$ cat config.mk
export PLATFORM = sky130hd
export DESIGN_NAME = cascade_irq_core
export DESIGN_NICKNAME = d
export VERILOG_FILES = /design/src/rtl/irqc_pkg.sv /design/src/rtl/irq_trig_ctl.sv /design/src/rtl/irq_ack_decode.sv /design/src/rtl/irq_prio_scan.sv /design/src/rtl/irq_req_bank.sv /design/src/rtl/cascade_irq_core.sv
export SDC_FILE = /design/constraint.sdc
export NUM_CORES = 1
export LEC_CHECK = 0
export BUFFER_PORTS_ARGS = -buffer_cell sky130_fd_sc_hd__buf_4
export CAP_MARGIN = 20
export CORE_MARGIN = 1
export CORE_UTILIZATION = 51
export DETAILED_ROUTE_END_ITERATION = 10
export PLACE_DENSITY = 0.81
export SLEW_MARGIN = 25
export SYNTH_ARGS = -nofsm -noshare
export SYNTH_HDL_FRONTEND = slang
export SYNTH_SLANG_ARGS = --single-unit
$ cat constraint.sdc
create_clock -name clk -period 3.6 [get_ports clk]
set_input_delay 0.18 -clock clk [delete_from_list [all_inputs] [get_ports clk]]
set_output_delay 0.18 -clock clk [all_outputs]
set_load 0.005 [all_outputs]
$ cat src/rtl/irqc_pkg.sv
// Shared sizing for the cascaded interrupt request logic.
// Assumes exactly two banks of eight lines each (primary, secondary).
package irqc_pkg;
    localparam int CHIP_LINES = 8;
    localparam int CHIPS      = 2;
    localparam int LINES      = CHIP_LINES * CHIPS;
    localparam int IDX_W      = $clog2(LINES);
    localparam int REQ_W      = IDX_W + 1;
    localparam int SUB_W      = $clog2(CHIP_LINES);
    localparam int BYTE_W     = 8;
endpackage

$ cat src/rtl/irq_trig_ctl.sv
// Trigger-mode byte for one bank (1 = level, 0 = edge).
// Assumes write data is qualified by wr_en only; bits clear in WR_MASK
// are forced to edge mode on every write.
module irq_trig_ctl #(
    parameter int                W       = irqc_pkg::BYTE_W,
    parameter logic [W-1:0]      WR_MASK = '1
) (
    input  logic         clk,
    input  logic         rst_n,
    input  logic         wr_en,
    input  logic [W-1:0] wdata,
    output logic [W-1:0] q
);
    // Store the masked write data; reset to all-edge.
    always_ff @(posedge clk) begin : trig_store
        if (!rst_n)     q <= '0;
        else if (wr_en) q <= wdata & WR_MASK;
    end
endmodule

$ cat src/rtl/irq_ack_decode.sv
// Maps an acknowledged vector back to a line by range match against each
// bank base. Primary range is tried first; ranges do not wrap past 255.
// Assumes two banks of CHIP_LINES lines.
module irq_ack_decode #(
    parameter int CHIP_LINES = irqc_pkg::CHIP_LINES,
    parameter int IDX_W      = irqc_pkg::IDX_W,
    parameter int BYTE_W     = irqc_pkg::BYTE_W
) (
    input  logic              ack_vld,
    input  logic [BYTE_W-1:0] ack_vec,
    input  logic [BYTE_W-1:0] base_m,
    input  logic [BYTE_W-1:0] base_s,
    output logic              hit,
    output logic [IDX_W-1:0]  line
);
    localparam int SUB_W = $clog2(CHIP_LINES);
    localparam int EXT_W = BYTE_W + 1;
    localparam logic [EXT_W-1:0] SPAN = EXT_W'(CHIP_LINES - 1);

    logic [EXT_W-1:0] v_x, bm_x, bs_x;
    logic             in_m, in_s;

    // Range compare in one extra bit so base+7 cannot wrap.
    always_comb begin : range_match
        v_x  = {1'b0, ack_vec};
        bm_x = {1'b0, base_m};
        bs_x = {1'b0, base_s};
        in_m = (v_x >= bm_x) && (v_x <= bm_x + SPAN);
        in_s = (v_x >= bs_x) && (v_x <= bs_x + SPAN);
        hit  = ack_vld && (in_m || in_s);
        line = {!in_m, ack_vec[SUB_W-1:0]};
    end
endmodule

$ cat src/rtl/irq_prio_scan.sv
// Fixed-priority scan over all lines: the lowest unmasked request wins and
// its vector is the bank base plus its index inside the bank.
// Assumes lines below CHIP_LINES belong to the primary bank.
module irq_prio_scan #(
    parameter int LINES      = irqc_pkg::LINES,
    parameter int CHIP_LINES = irqc_pkg::CHIP_LINES,
    parameter int IDX_W      = irqc_pkg::IDX_W,
    parameter int BYTE_W     = irqc_pkg::BYTE_W
) (
    input  logic [LINES-1:0]  irr,
    input  logic [LINES-1:0]  mask,
    input  logic [BYTE_W-1:0] base_m,
    input  logic [BYTE_W-1:0] base_s,
    output logic              pending,
    output logic              vld,
    output logic [BYTE_W-1:0] vec
);
    localparam int SUB_W = $clog2(CHIP_LINES);

    logic [LINES-1:0] elig;
    logic [IDX_W-1:0] sel;
    logic             found;

    // Per-bank pending terms, then a descending loop so the lowest index sticks.
    always_comb begin : pick_lowest
        elig    = irr & ~mask;
        pending = (|elig[CHIP_LINES-1:0]) || (|elig[LINES-1:CHIP_LINES]);
        found   = 1'b0;
        sel     = '0;
        for (int i = LINES - 1; i >= 0; i--) begin
            if (elig[i]) begin
                found = 1'b1;
                sel   = IDX_W'(i);
            end
        end
    end

    // Add the owning bank's base; idle output is zero.
    always_comb begin : form_vector
        vld = found;
        if (!found)
            vec = '0;
        else if (sel[IDX_W-1])
            vec = base_s + BYTE_W'(sel[SUB_W-1:0]);
        else
            vec = base_m + BYTE_W'(sel[SUB_W-1:0]);
    end
endmodule

$ cat src/rtl/irq_req_bank.sv
// Request and in-service registers for all lines. Raise pulses set,
// lower pulses and edge acknowledges clear (clear wins); acknowledges set
// in-service, in-service clears win over sets. A raise on CASC_LINE sets
// both CASC_LINE and REDIR_LINE. Line numbers at or above LINES are ignored.
module irq_req_bank #(
    parameter int LINES      = irqc_pkg::LINES,
    parameter int IDX_W      = irqc_pkg::IDX_W,
    parameter int REQ_W      = irqc_pkg::REQ_W,
    parameter int CASC_LINE  = 2,
    parameter int REDIR_LINE = 9
) (
    input  logic             clk,
    input  logic             rst_n,
    input  logic             raise_vld,
    input  logic [REQ_W-1:0] raise_line,
    input  logic             lower_vld,
    input  logic [REQ_W-1:0] lower_line,
    input  logic             ack_hit,
    input  logic [IDX_W-1:0] ack_line,
    input  logic [LINES-1:0] trig,
    input  logic             clr_vld,
    input  logic [IDX_W-1:0] clr_line,
    output logic [LINES-1:0] irr,
    output logic [LINES-1:0] isr
);
    localparam logic [REQ_W-1:0] LIM_V  = REQ_W'(LINES);
    localparam logic [REQ_W-1:0] CASC_V = REQ_W'(CASC_LINE);

    logic [LINES-1:0] irr_set, irr_clr, isr_set, isr_clr;

    // Decode the pulses into per-line set and clear masks.
    always_comb begin : pulse_decode
        irr_set = '0;
        irr_clr = '0;
        isr_set = '0;
        isr_clr = '0;
        if (raise_vld && (raise_line < LIM_V)) begin
            irr_set[raise_line[IDX_W-1:0]] = 1'b1;
            if (raise_line == CASC_V)
                irr_set[REDIR_LINE] = 1'b1;
        end
        if (lower_vld && (lower_line < LIM_V))
            irr_clr[lower_line[IDX_W-1:0]] = 1'b1;
        if (ack_hit) begin
            isr_set[ack_line] = 1'b1;
            if (!trig[ack_line])
                irr_clr[ack_line] = 1'b1;
        end
        if (clr_vld)
            isr_clr[clr_line] = 1'b1;
    end

    // Apply set then clear to both registers.
    always_ff @(posedge clk) begin : state_update
        if (!rst_n) begin
            irr <= '0;
            isr <= '0;
        end else begin
            irr <= (irr | irr_set) & ~irr_clr;
            isr <= (isr | isr_set) & ~isr_clr;
        end
    end
endmodule

$ cat src/rtl/cascade_irq_core.sv
// Top of the cascaded interrupt request logic: two banks of request,
// in-service and trigger-mode state, a shared priority scan and the
// acknowledge decoder. Masks and bases come from outside as levels.
module cascade_irq_core
    import irqc_pkg::*;
#(
    parameter logic [BYTE_W-1:0] M_TRIG_MASK = 8'hF8,
    parameter logic [BYTE_W-1:0] S_TRIG_MASK = 8'hDE,
    parameter int                CASC_LINE   = 2,
    parameter int                REDIR_LINE  = 9
) (
    input  logic              clk,
    input  logic              rst_n,
    input  logic              raise_vld,
    input  logic [REQ_W-1:0]  raise_line,
    input  logic              lower_vld,
    input  logic [REQ_W-1:0]  lower_line,
    input  logic [BYTE_W-1:0] mask_m,
    input  logic [BYTE_W-1:0] mask_s,
    input  logic [BYTE_W-1:0] base_m,
    input  logic [BYTE_W-1:0] base_s,
    input  logic              ack_vld,
    input  logic [BYTE_W-1:0] ack_vec,
    input  logic              isr_clr_vld,
    input  logic [IDX_W-1:0]  isr_clr_line,
    input  logic              trig_wr_m,
    input  logic              trig_wr_s,
    input  logic [BYTE_W-1:0] trig_wdata,
    output logic [BYTE_W-1:0] trig_rd_m,
    output logic [BYTE_W-1:0] trig_rd_s,
    output logic [LINES-1:0]  irr_out,
    output logic [LINES-1:0]  isr_out,
    output logic              pending,
    output logic              vec_valid,
    output logic [BYTE_W-1:0] vec
);
    localparam logic [CHIPS*BYTE_W-1:0] TRIG_MASKS = {S_TRIG_MASK, M_TRIG_MASK};

    logic [CHIPS-1:0]        trig_wr;
    logic [LINES-1:0]        trig;
    logic                    ack_hit;
    logic [IDX_W-1:0]        ack_line;

    assign trig_wr   = {trig_wr_s, trig_wr_m};
    assign trig_rd_m = trig[BYTE_W-1:0];
    assign trig_rd_s = trig[LINES-1:BYTE_W];

    for (genvar g = 0; g < CHIPS; g++) begin : g_trig
        irq_trig_ctl #(
            .W       (BYTE_W),
            .WR_MASK (TRIG_MASKS[g*BYTE_W +: BYTE_W])
        ) u_trig (
            .clk   (clk),
            .rst_n (rst_n),
            .wr_en (trig_wr[g]),
            .wdata (trig_wdata),
            .q     (trig[g*BYTE_W +: BYTE_W])
        );
    end

    irq_ack_decode #(
        .CHIP_LINES (CHIP_LINES),
        .IDX_W      (IDX_W),
        .BYTE_W     (BYTE_W)
    ) u_dec (
        .ack_vld (ack_vld),
        .ack_vec (ack_vec),
        .base_m  (base_m),
        .base_s  (base_s),
        .hit     (ack_hit),
        .line    (ack_line)
    );

    irq_req_bank #(
        .LINES      (LINES),
        .IDX_W      (IDX_W),
        .REQ_W      (REQ_W),
        .CASC_LINE  (CASC_LINE),
        .REDIR_LINE (REDIR_LINE)
    ) u_bank (
        .clk        (clk),
        .rst_n      (rst_n),
        .raise_vld  (raise_vld),
        .raise_line (raise_line),
        .lower_vld  (lower_vld),
        .lower_line (lower_line),
        .ack_hit    (ack_hit),
        .ack_line   (ack_line),
        .trig       (trig),
        .clr_vld    (isr_clr_vld),
        .clr_line   (isr_clr_line),
        .irr        (irr_out),
        .isr        (isr_out)
    );

    irq_prio_scan #(
        .LINES      (LINES),
        .CHIP_LINES (CHIP_LINES),
        .IDX_W      (IDX_W),
        .BYTE_W     (BYTE_W)
    ) u_scan (
        .irr     (irr_out),
        .mask    ({mask_s, mask_m}),
        .base_m  (base_m),
        .base_s  (base_s),
        .pending (pending),
        .vld     (vec_valid),
        .vec     (vec)
    );
endmodule

* Word-level counts from Yosys, hierarchy flattened
Cells that the tools add are included.
Operators by class: eq/ne operators 1, bitwise gates (word level) 9, mux-type cells 51, $lt $le $gt $ge 14, $add $sub $neg 4, reduce and logical (&&, ||, !) cells 14
Operators by type and width (count):
- 16-bit 2-to-1 mux | 6
- 4-bit 2-to-1 mux | 16
- 16-bit AND | 3
- 16-bit inverter | 3
- 16-bit OR | 3
- 1-bit 2-to-1 mux | 22
- 4-bit by 5-bit less-than comparator with 1-bit output (second input constant) | 4
- 8-bit by 3-bit adder with 9-bit output (second input constant) | 2
- 8-bit by 9-bit less-or-equal comparator with 1-bit output | 2
- 8-bit by 3-bit adder with 8-bit output | 2
- 1-bit demux with 4-bit select | 4
- 4-bit by 1-bit >= comparator with 1-bit output (second input constant) | 4
- 8-bit >= comparator | 2
- 8-bit 2-to-1 mux | 2
- 8-bit OR reduction | 2
- 5-bit less-than comparator (second input constant) | 2
- 1-bit logical AND | 9
- 5-bit by 2-bit == test with 1-bit output (second input constant) | 1
- 1-bit binary-select mux with 4-bit select | 1
- 1-bit logical OR | 2
- 1-bit logical NOT | 1
Storage, ports and cells: input port bits 70, output and inout port bits 58, register bits 43

* Logic depth before layout (Yosys ltp)
Gate-level depths: netlist of run 1.
depth after elaboration 21, depth in mapped cells 12, mapped depth without buffers 12

* Hierarchy
From an unflattened synthesis of run 1, not the netlist that was laid out.
Second synthesis, totals: cell total of the unflattened synthesis 446, area total of the unflattened synthesis 3694.8 um2
By module, submodules not included:
- irq_req_bank | area each 1549.0 um2, times used 1, cells each 188
- irq_ack_decode | area each 1029.7 um2, times used 1, cells each 126
- irq_prio_scan | area each 649.4 um2, times used 1, cells each 90
- irq_trig_ctl (g_trig[1].u_trig) | area each 247.7 um2, times used 1, cells each 22
- irq_trig_ctl (g_trig[0].u_trig) | area each 219.0 um2, times used 1, cells each 20

* Worst setup path after synthesis of run 1
OpenSTA, ideal clock, no wires.
path type flip-flop to output port, start point reg u_bank.irr[3], end point out vec[7], stages on the path, launching flop included 13, path buffers 0, required time 3.420 ns, path slack 0.814 ns, arrival 2.606 ns, cell sequence dfxtp_1 > nor2b_1 > nor2_1 > nand2_1 > nor2_2 > nand2_1 > mux2i_1 > ha_1 > a21o_1 > a21oi_1 > nor2_1 > xnor2_1 > o22ai_1
On the way: longest elaborated chain between the ends 8, elaborated cells on any way between the ends 13, those cells by class add/sub (2); mux (10); bitwise (1)
Ends and longest elaborated chain:
- start: declaration | RTL line irq_req_bank.sv:23 | output logic [LINES-1:0] irr,
- start signal: assignment | RTL line irq_req_bank.sv:59 | irr <= (irr | irr_set) & ~irr_clr;
- 16-bit AND * | RTL line irq_prio_scan.sv:26 | elig = irr & ~mask;
- 4-bit 2-to-1 mux (4 in a row) | RTL line irq_prio_scan.sv:31 | if (elig[i]) begin
- 8-bit by 3-bit adder with 8-bit output, on equally long branches | RTL line irq_prio_scan.sv:46, irq_prio_scan.sv:44
- 8-bit 2-to-1 mux | RTL line irq_prio_scan.sv:43 | else if (sel[IDX_W-1])
- 8-bit 2-to-1 mux * | RTL line irq_prio_scan.sv:41 | if (!found)
- end: declaration | RTL line cascade_irq_core.sv:35 | output logic [BYTE_W-1:0] vec
Every way passes the cells marked *; elsewhere a longest branch is shown, timed or not.

* Final worst setup path of run 1
start point reg u_bank.irr[10], end point out vec[5]
On the way: longest elaborated chain between the ends 15, elaborated cells on any way between the ends 27, those cells by class add/sub (2); mux (24); bitwise (1)
Ends and longest elaborated chain (RTL line):
- 16-bit AND * | irq_prio_scan.sv:26
- 4-bit 2-to-1 mux (11 in a row) | irq_prio_scan.sv:31
- 8-bit by 3-bit adder with 8-bit output, on equally long branches | irq_prio_scan.sv:46, irq_prio_scan.sv:44
- 8-bit 2-to-1 mux | irq_prio_scan.sv:43
- 8-bit 2-to-1 mux * | irq_prio_scan.sv:41
Marks and branches as above.

==> results of run 1 <==
==> worst min-delay path, cell delays in order <==
cell                      delay, ps
sky130_fd_sc_hd__buf_4           80
sky130_fd_sc_hd__mux2i_1         50
sky130_fd_sc_hd__nor2b_1         90
==> kinds of logic (layout without fill, tap and decap cells) <==
family / count (synthesis) / in the layout / synth area share (%)
AOI/OAI and AO/OA: 123 / 123 / 23.9
muxes: 14 / 14 / 3.78
and+or+nand+nor: 176 / 176 / 24.7
other: 1 / 5 / 0.101
xor gates and xnor gates: 23 / 23 / 5.43
adders and majority gates: 38 / 38 / 13.0
DFF: 43 / 43 / 23.2
buffers and inverters: 51 / 161 / 5.90
==> cell usage after synthesis (all sizes together) (2+ instances only) <==
library cell	instances	area share, %
o22ai	12	2.0
buf	7	1.4
nand2	32	3.2
o2111ai	2	0.47
a21o	4	0.81
mux2i	14	3.8
o221ai	3	0.71
or3	5	0.84
a21oi	23	3.1
xnor2	23	5.4
o21ai	29	3.9
a2111oi	2	0.98
clkbuf	12	1.2
o21bai	2	0.40
nand4	9	1.5
nand2b	23	3.9
a211oi	10	2.8
o211ai	2	0.91
o2111a	3	0.91
nor4	3	0.51
nor3b	2	0.40
inv	32	3.2
a31oi	10	1.7
o221a	4	1.2
o211a	2	0.54
o21a	2	0.40
o31a	2	0.47
nor2	36	3.8
and2	3	0.51
nor3	19	2.6
o311ai	2	0.47
nand3	11	1.5
nor2b	24	4.0
o31ai	3	0.61
nand3b	4	0.81
or4	4	0.91
dfxtp	43	23
ha	37	12
==> flip-flops by register name (all words and copies together), names as in the netlist <==
name	cells
u_bank.isr	16
u_bank.irr	16
g_trig.u_trig.q	11
==> metal layers <==
layer | global-route usage (%) | share of wire (%) | vias up
met2 | 49.7 | 47 | 177
li1 | - | - | 1930
met3 | 4.08 | 7.0 | 19
met1 | 39.0 | 45 | 1862
met5 | 0 | 0 | -
met4 | 7.00 | 1.5 | 0
==> power by group through the flow <==
stage	clock network (µW)	registers, µW	logic [µW]
after detailed placement	0	509	411
after global routing	336	500	462
after global placement	0	509	397
after floorplan	0	508	252
after CTS	315	498	414
final	313	498	419
==> path summary, 6_finish.rpt <==
check | start | endpoint | slack, ps | cells past startpoint
min reg2reg | u_bank.isr[8]$_SDFF_PN0_ | u_bank.isr[8]$_SDFF_PN0_ | 490 | 2
min | trig_wdata[2] | g_trig[1].u_trig.q[2]$_SDFFE_PN0P_ | 140 | 3
max | u_bank.irr[10]$_SDFF_PN0_ | vec[5] | 340 | 13
max reg2reg | g_trig[1].u_trig.q[6]$_SDFFE_PN0P_ | u_bank.irr[14]$_SDFF_PN0_ | 2520 | 2
==> stage by stage <==
step / total power [µW] / cell area, µm² / hold slack [ps] / util, % / std cells
finish: 1230 / 4760 / 144 / 68.9 / 679
global route: 1300 / 4760 / 164 / 68.9 / 679
CTS: 1230 / 4750 / 140 / 68.8 / 679
detailed placement: 921 / 4660 / 446 / 67.5 / 672
global placement: 907 / 4660 / 438 / 67.5 / 672
floorplan: 760 / 3720 / 350 / - / 473
==> timing repair <==
item	CTS	global route
hold endpoints to repair	0	0
endpoints found under the setup margin	0	3
gates resized for setup	0	3
==> final cells by class <==
type | count | area, µm² | share of cell area (%)
well taps | 96 | 120 | 2.52
flip-flops and latches | 43 | 861 | 18.1
repair buffers | 122 | 916 | 19.2
multi-input cells | 379 | 2660 | 55.8
clock inverters | 1 | 5.00 | 0.105
clock buffers | 6 | 82.6 | 1.74
inverters | 32 | 120 | 2.52
==> qor.json, run 1 <==
{
  "synth": {
    "syn_area_per_cell_um2": 7.91,
    "postSynth.asyncResetShare_pct": 0,
    "seq_area_frac_synth_pct": 23.2,
    "yosysWarningCount": 0,
    "synth-seq-cells": 43,
    "synthesis.instances": 469,
    "ys.flop_type": "sky130_fd_sc_hd__dfxtp_1",
    "post_synth_instance_area_um2": 3710,
    "synth_cell_type_count": 57,
    "synth_edf_count": 0
  },
  "clock_tree": {
    "cts_num_sinks": 43,
    "worst_skew_pair.late_latency_ps": 300,
    "clock_pin_slew_worst_setup_and_hold_paths_ps": 80,
    "cts.path.max_buffers": 2,
    "cts-hold-fix-buffers": 0,
    "clock_tree_from_tritoncts": "done",
    "tritoncts.num_buffers": 5,
    "postCtsSetupBuffers": 0,
    "cts_root_buf": "sky130_fd_sc_hd__clkbuf_8",
    "cts.htree.levels": 2
  },
  "drt": {
    "routed-via-count": 3988,
    "drt_first_iter_violations": 219,
    "wirelength_um": 10900,
    "drc": 0,
    "post_drt_via_cell_ratio": 5.87,
    "pre_antenna_drt_iters": 5,
    "antenna_violating_nets_post_route": 0,
    "detail_route.wl_per_cell_um": 16.0
  },
  "power": {
    "power.share.combinational_pct": 34.1,
    "power_density_nw_per_um2": 258,
    "power.ir.vdd_worst_mv": 0.189,
    "power_switching_uw": 397,
    "power.share.sequential_pct": 40.5,
    "p_leak_uw": 0.00216,
    "p_sw_share_pct": 32.3,
    "internal_power_uw": 833,
    "power.share.clock_pct": 25.4
  },
  "global_routing": {
    "groute.usage.overall_pct": 29.3,
    "grt_first_pass_wirelength_um": 17600,
    "globalRoute.totalOverflow": 0,
    "first_global_vias": 3733,
    "largest_net_degree_at_the_start_of_global_routing": 45,
    "grt_antenna_before_repair": 0
  },
  "run_status": {
    "run_status": "finished, final reports clean"
  },
  "floorplanning": {
    "pin_count": 128,
    "start_util_pct": 53.7,
    "rows": 30,
    "die_x_um": 87.3,
    "coreArea_um2": 6910,
    "floorplan.die.height_um": 87.3,
    "die-area_um2": 7620
  },
  "sta": {
    "timing.fmax_mhz": 306,
    "number_of_hold_violations_in_the_final_report": 0,
    "rsz0062_at_grt": "no",
    "setup_tns_ps": 0,
    "timing.final.max_slew_violations": 0,
    "finalWorstPathRequiredPeriod_ps": 3260,
    "final.period_utilization_pct": 90.7,
    "final.setup_skew_ps": 4.16,
    "slew-limit-headroom_pct": 45.4,
    "setup_viol": 0,
    "post-route-worst-setup-slack_ps": 335,
    "max_slew.worst_pin.slew_ps": 818
  },
  "worst_hold_path": {
    "hold_path_class": "input pin to register"
  },
  "setup_path": {
    "crit_path_max_incr_delay_ps": 340,
    "cpMostUsedCell": "sky130_fd_sc_hd__nor2_1",
    "path_cells": "nor2b_1, o21bai_1, nor2_1, nand2_1, nand2_2, mux2i_2, ha_1, a21o_1, a21oi_2, nor2_1, xnor2_1, o22ai_1, buf_4",
    "cpMaxStageDelayCell": "sky130_fd_sc_hd__dfxtp_1",
    "crit_arrival_ps": 3080,
    "startpoint_type": "register",
    "critical_path.n_buffers_inverters": 1,
    "timing.setup.critical_path_class": "register to output pin",
    "worstPathRequired_ps": 3420,
    "cp_max_fo": 8,
    "delay_heaviest_family_cp": "compound AO/OA/AOI/OAI gates",
    "endpoint_kind": "output pin"
  },
  "finish": {
    "final_net_count": 691,
    "final.fill_count": 627,
    "final_common_cell": "sky130_fd_sc_hd__buf_4",
    "syn2layout_area_growth_pct": 28.3,
    "final_cell_mix": "sky130_fd_sc_hd__buf_4, sky130_fd_sc_hd__dfxtp_1, sky130_fd_sc_hd__ha_1",
    "drive_gt1_share_pct": 25.6,
    "antenna-diode-count": 0
  },
  "place": {
    "port-buffer-count": 121,
    "dp_slack_ps": 326,
    "dpl_hpwl_um": 8860,
    "gp_routability_congestion": 0.903
  },
  "run": {
    "maxCapViolations": 0
  }
}
No activity file was read; power rests on OpenSTA's default activity.
==> run 2: changes to the inputs <==
- ABC_AREA: unset -> 1
- RECOVER_POWER: unset -> 50
==> run 2 against run 1 <==
Effect of this change:
- die area rose by 0.59%
- sequential share of layout area is essentially flat
- maximum frequency increased by 1.1%
- via count is 8.6% higher
- largest cell class unchanged
- highest routed layer unchanged
==> qor.json, run 2 <==
{
  "finish": {
    "final.fill_count": {"value": 661, "change": "+5.4%"},
    "postLayoutCoreUtil": {"value": 68.7, "unit": "%", "change": "-0.19 points"},
    "final_net_count": {"value": 831, "change": "+20%"},
    "final_cell_mix": "sky130_fd_sc_hd__nand2_1, sky130_fd_sc_hd__nor2_1, sky130_fd_sc_hd__inv_1",
    "largest_registers": "u_bank.irr x16, u_bank.isr x16, g_trig.u_trig.q x11",
    "antenna-diode-count": {"value": 0, "change": "unchanged"},
    "drive_gt1_share": {"value": 19.8, "unit": "%", "change": "-5.8 points"},
    "final_common_cell": "sky130_fd_sc_hd__nand2_1",
    "syn2layout_area_growth_pct": 27.9
  },
  "worst_hold_path": {
    "hold_path_class": "input pin to register",
    "whs_endpoint": "g_trig[1].u_trig.q[1]$_SDFFE_PN0P_",
    "holdCritStartpoint": "trig_wdata[1]",
    "whs_path_depth": {"value": 3, "change": "unchanged"}
  },
  "synth": {
    "synthesis.instances": {"value": 605, "change": "+29%"},
    "seq_area_frac_synth": {"value": 23.1, "unit": "%", "change": "-0.14 points"},
    "syn_area_per_cell": {"value": 6.17, "unit": "µm²", "change": "-22%"},
    "yosysWarningCount": {"value": 0, "change": "unchanged"},
    "postSynth.asyncResetShare": {"value": 0, "unit": "%", "change": "unchanged"},
    "synth_edf_count": {"value": 0, "change": "unchanged"},
    "ys.flop_type": "sky130_fd_sc_hd__dfxtp_1",
    "yosys.area.top_type": "sky130_fd_sc_hd__dfxtp_1",
    "synth_top_cells_by_count": "sky130_fd_sc_hd__nand2_1, sky130_fd_sc_hd__nor2_1, sky130_fd_sc_hd__inv_1",
    "synth_cell_type_count": {"value": 43, "change": "-25%"},
    "most_instantiated_library_cell_after_synthesis": "sky130_fd_sc_hd__nand2_1",
    "synth_top_area_share": {"value": 23.1, "unit": "%", "change": "-0.14 points"},
    "synthTopCellsByArea": "sky130_fd_sc_hd__dfxtp_1, sky130_fd_sc_hd__ha_1, sky130_fd_sc_hd__nand2_1",
    "synth-seq-cells": {"value": 43, "change": "unchanged"},
    "post_synth_instance_area": {"value": 3730, "unit": "µm²", "change": "+0.61%"}
  },
  "drt": {
    "post_drt_via_cell_ratio": {"value": 5.28, "change": "-10%"},
    "antenna_violating_nets_post_route": {"value": 0, "change": "unchanged"},
    "drt_first_iter_violations": {"value": 214, "change": "-2.3%"},
    "detail_route.wl_per_cell": {"value": 13.2, "unit": "µm", "change": "-18%"},
    "routed-via-count": {"value": 4331, "change": "+8.6%"},
    "drc": {"value": 0, "change": "unchanged"},
    "pre_antenna_drt_iters": {"value": 4, "change": "-1"},
    "wirelength": {"value": 10800, "unit": "µm", "change": "-0.49%"}
  },
  "setup_path": {
    "cpMaxStageDelayCell": "sky130_fd_sc_hd__fa_1",
    "delay_heaviest_family_cp": "simple AND/OR/NAND/NOR gates",
    "cp_max_fo": {"value": 16, "change": "+8"},
    "worst_r2r_endpoint": "u_bank.irr[7]$_SDFF_PN0_",
    "r2r-start": "g_trig[0].u_trig.q[4]$_SDFFE_PN0P_",
    "startpoint_type": "register",
    "ff2ff_setup_slack": {"value": 2260, "unit": "ps", "change": "-260 ps"},
    "endpoint_kind": "output pin",
    "crit_arrival": {"value": 3050, "unit": "ps", "change": "-30 ps"},
    "cpMostUsedCell": "sky130_fd_sc_hd__nand2_1",
    "worstRegToRegCells": {"value": 6, "change": "+4"},
    "path_cells": "inv_1, o21ai_0, nor2_1, nand2_1, nand2_2, nand2_1, o21ai_0, ha_1, fa_1, nand2_1, inv_1, o21ai_0, nor2_1, nand3_1, nand2_1, nor2_1, buf_4",
    "crit_path_max_incr_delay": {"value": 390, "unit": "ps", "change": "+50 ps"},
    "critical_path.n_buffers_inverters": {"value": 3, "change": "+2"},
    "worstPathRequired": {"value": 3420, "unit": "ps", "change": "about the same"},
    "timing.setup.critical_path_class": "register to output pin"
  },
  "power": {
    "p_leak": {"value": 0.00253, "unit": "µW", "change": "+17%"},
    "power.ir.vdd_worst": {"value": 0.240, "unit": "mV", "change": "+27%"},
    "totalPowerFinal": {"value": 1200, "unit": "µW", "change": "-2.3%"},
    "power_density": {"value": 252, "unit": "nW/µm²", "change": "-2.5%"}
  },
  "floorplanning": {
    "rows": {"value": 30, "change": "unchanged"},
    "coreArea": {"value": 6940, "unit": "µm²", "change": "+0.54%"},
    "die_x": {"value": 87.5, "unit": "µm", "change": "+0.29%"},
    "pin_count": {"value": 128, "change": "unchanged"},
    "floorplan.die.height": {"value": 87.5, "unit": "µm", "change": "+0.29%"},
    "start_util": {"value": 53.7, "unit": "%", "change": "about the same"},
    "die-area": {"value": 7660, "unit": "µm²", "change": "+0.59%"}
  },
  "place": {
    "gp_routability_congestion": {"value": 0.878, "change": "-2.8%"},
    "dp_slack": {"value": 725, "unit": "ps", "change": "+400 ps"},
    "port-buffer-count": {"value": 121, "change": "unchanged"},
    "dpl_hpwl": {"value": 8970, "unit": "µm", "change": "+1.2%"}
  },
  "clock_tree": {
    "cts.htree.levels": {"value": 2, "change": "unchanged"},
    "clock_pin_slew_worst_setup_and_hold_paths": {"value": 80, "unit": "ps", "change": "about the same"},
    "worst_skew_pair.late_latency": {"value": 290, "unit": "ps", "change": "about the same"},
    "cts_repair_resize_count": {"value": 0, "change": "unchanged"},
    "cts.path.max_buffers": {"value": 2, "change": "unchanged"},
    "cts-hold-fix-buffers": {"value": 0, "change": "unchanged"},
    "cts_root_buf": "sky130_fd_sc_hd__clkbuf_8",
    "tritoncts.num_buffers": {"value": 5, "change": "unchanged"},
    "clock_tree_from_tritoncts": "done",
    "cts_num_sinks": {"value": 43, "change": "unchanged"},
    "postCtsSetupBuffers": {"value": 0, "change": "unchanged"}
  },
  "sta": {
    "setup_tns": {"value": 0, "unit": "ps", "change": "unchanged"},
    "number_of_hold_violations_in_the_final_report": {"value": 0, "change": "unchanged"},
    "setup_viol": {"value": 0, "change": "unchanged"},
    "max_slew.worst_pin.slew": {"value": 704, "unit": "ps", "change": "-115 ps"},
    "rsz0062_at_grt": "no",
    "timing.fmax": {"value": 310, "unit": "MHz", "change": "+1.1%"},
    "post-route-worst-setup-slack": {"value": 370, "unit": "ps", "change": "+34.9 ps"},
    "final.period_utilization": {"value": 89.7, "unit": "%", "change": "-0.97 points"},
    "final.setup_skew": {"value": 6.12, "unit": "ps", "change": "+1.95 ps"},
    "slew-limit-headroom": {"value": 52.9, "unit": "%", "change": "+7.5 points"},
    "finalWorstPathRequiredPeriod": {"value": 3230, "unit": "ps", "change": "-34.9 ps"},
    "timing.final.max_slew_violations": {"value": 0, "change": "unchanged"}
  },
  "run_status": {
    "run_status": "finished, final reports clean"
  },
  "global_routing": {
    "grt_antenna_before_repair": {"value": 0, "change": "unchanged"},
    "globalRoute.totalOverflow": {"value": 0, "change": "unchanged"},
    "grt_first_pass_wirelength": {"value": 18000, "unit": "µm", "change": "+2.2%"},
    "groute.usage.overall": {"value": 29.9, "unit": "%", "change": "+0.66 points"},
    "first_global_vias": {"value": 4057, "change": "+8.7%"},
    "largest_net_degree_at_the_start_of_global_routing": {"value": 37, "change": "-18%"}
  },
  "run": {
    "maxCapViolations": {"value": 0, "change": "unchanged"}
  }
}
run 2: cell count changes after synthesis, moves of 16 or more:
cell	change
sky130_fd_sc_hd__a21oi_1	+16
sky130_fd_sc_hd__inv_1	+59
sky130_fd_sc_hd__nand2_1	+91
sky130_fd_sc_hd__nand2b_1	-23
sky130_fd_sc_hd__nand3_1	+26
sky130_fd_sc_hd__nor2_1	+73
sky130_fd_sc_hd__nor2b_1	-24
sky130_fd_sc_hd__xnor2_1	-20
run 2: stage by stage:
step	area (µm²)	hold slack [ps]	std cells
6_report	4770	109	820
5_1_grt	4770	125	820
4_1_cts	4780	100	820
3_5_place_dp	4690	409	812
3_3_place_gp	4690	406	812
2_1_floorplan	3750	315	609
run 2: how the worst max path moves through the flow:
stage	startpoint	to	slack, ps	cells after the start
3_5_place_dp	u_bank.irr[8]$_SDFF_PN0_	vec[6]	730	18
5_1_grt	u_bank.irr[8]$_SDFF_PN0_	vec[6]	90	18
3_3_place_gp	u_bank.irr[10]$_SDFF_PN0_	vec[6]	800	17
2_1_floorplan	u_bank.irr[11]$_SDFF_PN0_	vec[6]	1000	18
4_1_cts	u_bank.irr[10]$_SDFF_PN0_	vec[6]	390	18
6_report	u_bank.irr[15]$_SDFF_PN0_	vec[6]	370	17
run 2: area by class of cell:
class                           count  area, µm²  share of cell area (%)
Tap cell                           96        120                    2.52
Clock buffer                        6       72.6                    1.52
Clock inverter                      2       12.5                   0.262
Inverter                           94        355                    7.45
Sequential cell                    43        861                    18.0
Multi-Input combinational cell    457       2440                    51.1
Timing Repair Buffer              122        912                    19.1
run 2: logic make-up after synthesis:
logic type      Yosys count  synth area share, %
compound gates          106                 16.2
xor+xnor                 12                 2.82
fa+ha+maj                38                 12.9
buf+inv                 109                 12.0
flops                    43                 23.1
other cells               1                0.100
simple gates            296                 32.9
run 2: where the power goes:
group	total [µW]	internal [µW]	switching, µW
clock network	303	136	167
logic	397	170	228
registers	502	490	11.6
total	1200	796	406
run 2: worst min-delay path, delay by kind of cell:
kind	cells	cell delay (ps)
AND/OR/NAND/NOR	2	110
buffers and inverters	1	80
run 2: metal layers:
layer	vias to the layer above	wire, µm	track usage [%]
li1	2190	-	-
met5	-	0	0
met4	0	152	9.09
met3	16	753	4.34
met1	1942	4920	39.1
met2	183	4980	51.1
